## src/rtl/sio_sync_xcvr.sv

```systemverilog
module sio_sync_xcvr #(
  parameter int W    = 8,
  parameter int DIVW = 8
) (
  input  logic         clk,
  input  logic         rst_n,
  input  logic         wr_data,
  input  logic [W-1:0] wdata,
  output logic [W-1:0] rdata,
  input  logic         irq_clr,
  output logic         irq,
  input  logic         clk_src_ext,
  input  logic [2:0]   div_sel,
  input  logic         rdy_en,
  input  logic         pin_sel,
  input  logic         port_sout,
  input  logic         port_sclk,
  input  logic         port_rdy,
  input  logic         sin,
  output logic         sout,
  output logic         sout_oe,
  input  logic         sclk_in,
  output logic         sclk_out,
  output logic         sclk_oe,
  output logic         rdy_n
);
  localparam int CW = $clog2(W);

  logic [W-1:0]    sr;
  logic [CW-1:0]   bitcnt;
  logic [DIVW-1:0] cnt, half;
  logic            active, sclk_q, rdy_q, drv_q, sout_q;
  logic            ext_s1, ext_s2, ext_prev;
  logic            tick, fall_ev, rise_ev, last;

  assign half    = DIVW'(4) << ((div_sel > 3'd5) ? 3'd5 : div_sel);
  assign tick    = active & ~clk_src_ext & (cnt == half - DIVW'(1));
  assign fall_ev = active & (clk_src_ext ? (ext_prev & ~ext_s2) : (tick & sclk_q));
  assign rise_ev = active & (clk_src_ext ? (~ext_prev & ext_s2) : (tick & ~sclk_q));
  assign last    = rise_ev & (bitcnt == CW'(W - 1));

  always_ff @(posedge clk or negedge rst_n) begin
    if (!rst_n) begin
      ext_s1   <= 1'b1;
      ext_s2   <= 1'b1;
      ext_prev <= 1'b1;
    end else begin
      ext_s1   <= sclk_in;
      ext_s2   <= ext_s1;
      ext_prev <= ext_s2;
    end
  end

  always_ff @(posedge clk or negedge rst_n) begin
    if (!rst_n) begin
      sr     <= '0;
      bitcnt <= '0;
      cnt    <= '0;
      active <= 1'b0;
      sclk_q <= 1'b1;
      rdy_q  <= 1'b1;
      drv_q  <= 1'b0;
      sout_q <= 1'b1;
    end else if (wr_data) begin
      sr     <= wdata;
      bitcnt <= '0;
      cnt    <= '0;
      active <= 1'b1;
      sclk_q <= 1'b1;
      rdy_q  <= 1'b0;
      drv_q  <= 1'b1;
    end else begin
      if (active && !clk_src_ext) cnt <= tick ? '0 : cnt + DIVW'(1);
      if (tick) sclk_q <= ~sclk_q;
      if (fall_ev) begin
        sout_q <= sr[0];
        rdy_q  <= 1'b1;
      end
      if (rise_ev) begin
        sr     <= {sin, sr[W-1:1]};
        bitcnt <= bitcnt + CW'(1);
      end
      if (last) begin
        active <= 1'b0;
        if (!clk_src_ext) drv_q <= 1'b0;
      end
    end
  end

  always_ff @(posedge clk or negedge rst_n) begin
    if (!rst_n)                irq <= 1'b0;
    else if (last && !wr_data) irq <= 1'b1;
    else if (irq_clr)          irq <= 1'b0;
  end

  assign rdata    = sr;
  assign sout     = pin_sel ? sout_q : port_sout;
  assign sout_oe  = pin_sel ? drv_q : 1'b1;
  assign sclk_out = pin_sel ? sclk_q : port_sclk;
  assign sclk_oe  = pin_sel ? ~clk_src_ext : 1'b1;
  assign rdy_n    = rdy_en ? rdy_q : port_rdy;
endmodule

```

## config.mk

```make
export PLATFORM = sky130hd
export DESIGN_NAME = sio_sync_xcvr
export DESIGN_NICKNAME = d
export VERILOG_FILES = /design/src/rtl/sio_sync_xcvr.sv
export SDC_FILE = /design/constraint.sdc
export NUM_CORES = 1
export LEC_CHECK = 0
export ABC_AREA = 1
export BUFFER_PORTS_ARGS = -buffer_cell sky130_fd_sc_hd__buf_2
export CORE_MARGIN = 8
export CORE_UTILIZATION = 35
export DETAILED_ROUTE_END_ITERATION = 6
export PLACE_DENSITY_LB_ADDON = 0.2
export SYNTH_ARGS = -nofsm -noshare
export SYNTH_HDL_FRONTEND = slang
export SYNTH_SLANG_ARGS = --single-unit
```

## constraint.sdc

```tcl
create_clock -name clk -period 2.1 [get_ports clk]
set_input_delay 0.105 -clock clk [delete_from_list [all_inputs] [get_ports clk]]
set_output_delay 0.105 -clock clk [all_outputs]
set_load 0.05 [all_outputs]
```

==> reports/qor.yml, run 1 <==
clock-sinks: 28
ff_latch_area_um2: 708
synthCells: 210
fmax_ghz: 0.567
fin_cells: 303
setup_viol: 0
cts-root-buf: "clkbuf_8"
path_class: "reg -> reg"
yosysUniqueCellTypes: 25
tritoncts: "built"
route.vias.total: 1378
vias_per_cell: 4.55
p_per_area_mw_per_mm2: 642
cts_hold_buffers: 3
slew_headroom_pct: 56.0
row_count: 24
hpwl_mm: 2.67
dp.cells: 296
yosysSeqAreaShare_pct: 43.8
tightest_slew_ns: 0.661
nFillCells: 462
slew_viol_final: 0
grt_pass1_vias: 1393
overflow: 0
clock_latency_ns: 0.28
path_max_fanout: 12
status: "finished clean"
syn_nets: 237
final.setup.worst_slack_ns: 0.335
drtIter0Drc: 56
post-route-min-period_ns: 1.77
synth.cell_area_mm2: 0.00162
final_cell_mix: "nand2_1, buf_2, inv_1, dfrtp_1, nor2_1"
avgSynthCellArea_um2: 7.70
met1_usage_pct: 13.7
grt_max_degree: 29
end_kind: "flip-flop"
die_w_um: 84.0
post_cts_resized: 0
layout_commonest_cell: "nand2_1"
arrival_ns: 1.99
drcViolationCount: 0
start_kind: "flip-flop"
postCtsSetupBuffers: 0
cts_buffers: 3
cap_violations: 0
final-hold-violation-count: 0
ant_nets: 0
nNetsFinal: 279
wl_per_cell_um: 11.9
clk_pin_slew_ns: 0.10
p_leak_nw: 1.02
yosysWarnings: 0
grt.met2_usage_pct: 16.3
post-place-ws_ns: 0.230
io_pins: 37
num_antenna_cells: 0
track_usage_pct: 10.7
rsz0062_at_grt: "no"
setup_tns_ns: 0
hold_slack_ns: 0.117
wirelength_mm: 3.61
cts.path.max_buffers: 2
die_area_mm2: 0.00705
multi_input_area_um2: 788
cts_max_level: 1
grt.busiest_layer: "met2"
core_mm2: 0.00441
min_path_type: "in -> reg"
grt_pass1_wl_mm: 6.42
drt-pass1-iter-count: 5
die_h_um: 84.0
fin_skew_ns: 0.00539
area_growth_pct: 19.9
antenna_found_initial: 0
ys_ff_latch: 28
ir_drop_uv: 275
grt_use_met3_pct: 3.42
portBuffers: 36
finalCritPeriodShare_pct: 84.1
place_congestion: 0.780
drive_gt1_share_pct: 27.1
cp.required_ns: 2.32
start_util_pct: 36.6
-- metrics by stage --
step	cell area, µm²	power (W)	utilization (%)
2_1_floorplan	1620	0.000824	-
3_3_place_gp	1850	0.000913	42.0
3_5_place_dp	1850	0.000915	42.0
4_1_cts	1940	0.00126	43.9
5_1_grt	1940	0.00132	43.9
6_report	1940	0.00125	43.9
-- cell usage after synthesis (all sizes together) --
| cell | number | area share, % |
|---|---|---|
| nand2 | 82 | 20 |
| inv | 25 | 5.8 |
| dfrtp | 22 | 34 |
| nand3 | 20 | 9.6 |
| nor2 | 17 | 4.3 |
| o21ai | 7 | 2.2 |
| dfstp | 6 | 9.7 |
| xor2 | 5 | 2.7 |
| a21oi | 4 | 1.2 |
| ha | 4 | 3.1 |
| nand4 | 4 | 1.5 |
| o22ai | 4 | 1.5 |
| buf | 2 | 1.0 |
| clkbuf | 2 | 0.46 |
| xnor2 | 2 | 1.1 |
| clkinv | 1 | 0.23 |
| mux2 | 1 | 0.70 |
| nor3 | 1 | 0.31 |
| nor4 | 1 | 0.39 |
-- state kept, by name, indices dropped and copies added, names as in the netlist --
signal	flops
drv_q	1
sout_q	1
ext_prev	1
rdy_q	1
irq	1
ext_s1	1
bitcnt	3
cnt	8
active	1
sclk_q	1
rdata	8
ext_s2	1
-- worst paths after layout --
| check | slack (ns) | end | start | cells past startpoint |
|---|---|---|---|---|
| max in group asynchronous | 1.29 | cnt[4] | rst_n | 2 |
| hold reg to reg | 0.36 | ext_s2 | ext_s1 | 0 |
| setup reg to reg | 0.33 | rdata[1] | cnt[0] | 11 |
| min in group asynchronous | 0.38 | rdata[7] | rst_n | 2 |
| setup / recovery | 0.33 | rdata[1] | cnt[0] | 11 |
| hold / removal | 0.12 | rdata[2] | wdata[2] | 5 |
-- cells by family (layout without fill, tap and decap cells) --
group,count (synthesis),in the layout,synth area share (%)
muxes,1,1,0.696
and+or+nand+nor,125,125,36.2
AOI/OAI and AO/OA,15,15,4.95
DFF,28,28,43.8
xor gates and xnor gates,7,7,3.79
adders and majority gates,4,4,3.09
buffers and inverters,30,71,7.50
-- power breakdown --
group,switching [W],internal (W)
Sequential,0.0000296,0.000581
Combinational,0.000211,0.0000848
Clock,0.000171,0.000168
Total,0.000411,0.000834
-- critical path, stage by stage (launching register included) --
cell and delay, ns:
dfrtp_1 0.39, ha_1 0.22, nand2_1 0.07, nor2_1 0.10
nand3_1 0.09, nor2_2 0.15, nand3_2 0.12, nand2_4 0.11
nand2_4 0.13, nand2_2 0.19, nand2_1 0.08, nand2_1 0.06
-- layout make-up --
class | count | share of cell area (%)
timing repair buffer | 41 | 11.6
tap | 52 | 3.35
inverter | 26 | 5.03
sequential | 28 | 36.5
clock buffer | 4 | 2.84
multi-input combinational | 152 | 40.6
-- per-layer routing --
layer	up-vias	wire, µm
li1	743	-
met1	603	1850
met2	28	1510
met3	4	199
met4	0	43
met5	-	0
Note: power is estimated with default switching activity, not from simulation.
==> inputs of run 2 (changes only) <==
- clock period: 2.1 -> 1.5 ns (I/O delays scaled with it)
==> run 2 against run 1 <==
  * The run now ends with setup timing left
  * Via count rose by 5.9%
  * Cell area rose by 14%
  * Clock skew rose by 0.0045 ns
  * Die area did not move
  * Combinational power rose by 59%
  * Sequential power rose by 40%
  * Worst setup slack got worse by 0.38 ns
  * Clock power rose by 75%
  * Flip-flop and latch count did not move
  * Critical path depth did not move
  * Clock-buffer cell count fell by 1
  * Power rose by 54%
  * Largest cell class unchanged
==> reports/qor.yml, run 2 (same netlist as run 1, synthesis figures left out) <==
status: "finished with violations"
failed_checks: "setup timing"
rr_worst_depth: 11  # unchanged
start_util_pct: 36.6  # unchanged
r2r_start: "cnt[0]"
row_count: 24  # unchanged
cts-root-buf: "clkbuf_8"
final_area_mm2: 0.00221  # +14%
p_switching_w: 0.000586  # +42%
holdPathStages: 5  # unchanged
die_h_um: 84.0  # unchanged
path_class: "reg -> reg"
post-route-min-period_ns: 1.55  # -0.218 ns
area_growth_pct: 36.7
cp_slowest_stage_delay_ns: 0.37  # -0.02 ns
grt_pass1_wl_mm: 6.31  # -1.8%
antenna_found_initial: 0  # unchanged
drtIter0Drc: 56  # unchanged
num_antenna_cells: 0  # unchanged
hold_slack_ns: 0.0766  # -0.0401 ns
fmax_ghz: 0.646  # +14%
ff_latch_area_um2: 708  # unchanged
finalCoreUtilization_pct: 50.1  # +6.2 points
holdPathEnd: "rdata[7]"
path_max_fanout: 4  # -8
layout_commonest_cell: "nand2_1"
post-place-ws_ns: -0.208  # -0.437 ns
nNetsFinal: 304  # +9.0%
track_usage_pct: 10.5  # -0.21 points
grt_max_degree: 29  # unchanged
timing.rr.end: "rdata[3]"
final_cell_mix: "nand2_1, buf_2, buf_4"
ir_drop_uv: 415  # +51%
clock-sinks: 28  # unchanged
wirelength_mm: 3.65  # +1.2%
cts_buffers: 3  # unchanged
cts_max_level: 1  # unchanged
place_congestion: 0.732  # -6.1%
grt_pass1_vias: 1410  # +1.2%
portBuffers: 36  # unchanged
cts.path.max_buffers: 2  # unchanged
multi_input_area_um2: 836  # +6.0%
tightest_slew_ns: 0.616  # -0.0447 ns
rsz0062_at_grt: "yes"
cap_violations: 0  # unchanged
pwr-share-clk_pct: 31.0  # +3.8 points
p_per_area_mw_per_mm2: 866  # +35%
slew_headroom_pct: 58.9  # +3.0 points
crit_chain: "ha_2 > nand2_2 > nor2_4 > nand3_2 > nor2_2 > nand3_2 > nand2_4 > nand2_4 > buf_4 > nand3_2 > nand2_1"
wl_per_cell_um: 11.1  # -6.5%
core_mm2: 0.00441  # unchanged
cp_slowest_cell: "dfrtp_1"
start_kind: "flip-flop"
crit_top_cell: "nand3_2"
die_w_um: 84.0  # unchanged
cp.required_ns: 1.68  # -0.64 ns
min_path_type: "in -> reg"
final.setup.worst_slack_ns: -0.0474  # -0.382 ns
drive_gt1_share_pct: 36.6  # +9.5 points
switching_share_pct: 30.6  # -2.5 points
drcViolationCount: 0  # unchanged
place_area_mm2: 0.00204  # +10%
arrival_ns: 1.73  # -0.26 ns
hp-start: "sin"
drt-pass1-iter-count: 4  # -1
p_leak_nw: 1.16  # +14%
final-hold-violation-count: 0  # unchanged
p_int_w: 0.00133  # +60%
route.vias.total: 1459  # +5.9%
finalCritPeriodShare_pct: 103  # +19 points
clk_pin_slew_ns: 0.10  # about the same
hpwl_mm: 2.86  # +7.1%
fin_skew_ns: 0.00994  # +0.00455 ns
vias_per_cell: 4.45  # -2.2%
nFillCells: 425  # -8.0%
io_pins: 37  # unchanged
power_frac_seq_pct: 44.4  # -4.6 points
ant_nets: 0  # unchanged
overflow: 0  # unchanged
slew_viol_final: 0  # unchanged
clock_latency_ns: 0.28  # about the same
reg2reg_slack_ns: -0.05  # -0.38 ns
end_kind: "flip-flop"
comb_power_share_pct: 24.6  # +0.8 points
die_area_mm2: 0.00705  # unchanged
tritoncts: "built"
setup_viol: 12  # +12
## run 2: timing repair
action / 4_1_cts / 5_1_grt
buffers inserted: 2 / 0
gates resized for setup: 6 / 9
hold buffers: 3 / 0
hold endpoints to repair: 24 / 0
cloned: 0 / 0
pin swaps: 6 / 11
endpoints found under the setup margin: 21 / 23
## run 2: metal layers
layer | vias up | part of all wire (%) | global-route usage, %
met5 | - | 0 | 0
met3 | 4 | 5.2 | 3.32
met2 | 25 | 42 | 15.9
li1 | 791 | - | -
met1 | 639 | 52 | 13.8
met4 | 0 | 0.99 | 3.30
## run 2: layout make-up
type                       instances  area share (%)
timing repair buffer              66            19.6
multi-input combinational        152            37.8
tap                               52            2.94
sequential                        28            32.0
clock buffer                       3            1.87
inverter                          26            4.41
clock inverter                     1            1.36
## run 2: critical path: cells and delay by family, from the launching register on
kind / cells / cell delay [ns]
fa+ha+maj: 1 / 0.20
buf+inv: 1 / 0.15
flops: 1 / 0.37
simple gates: 9 / 0.74
## run 2: stage by stage
step / power (W) / std cells / setup TNS, ns
2_1_floorplan: 0.00115 / 210 / -0.121
3_3_place_gp: 0.00132 / 319 / -2.78
3_5_place_dp: 0.00132 / 319 / -3.25
4_1_cts: 0.00193 / 328 / -1.88
5_1_grt: 0.00201 / 328 / -2.63
6_report: 0.00192 / 328 / -0.424
## run 2: how the worst max path moves through the flow
stage	start	to	slack [ns]	cells past startpoint
finish	cnt[0]	rdata[3]	-0.05	11
floorplan	cnt[0]	rdata[0]	-0.02	11
detailed placement	div_sel[1]	active	-0.21	15
global placement	div_sel[1]	rdata[7]	-0.17	15
CTS	cnt[0]	rdata[0]	-0.12	11
global route	cnt[0]	rdata[3]	-0.15	11
## run 2: power by group through the flow
stage / combinational (W) / sequential (W) / clock [W]
final: 0.000471 / 0.000851 / 0.000594
after global routing: 0.000516 / 0.000860 / 0.000635
after CTS: 0.000470 / 0.000852 / 0.000611
after detailed placement: 0.000455 / 0.000866 / 0
after global placement: 0.000452 / 0.000866 / 0
after floorplan: 0.000189 / 0.000965 / 0
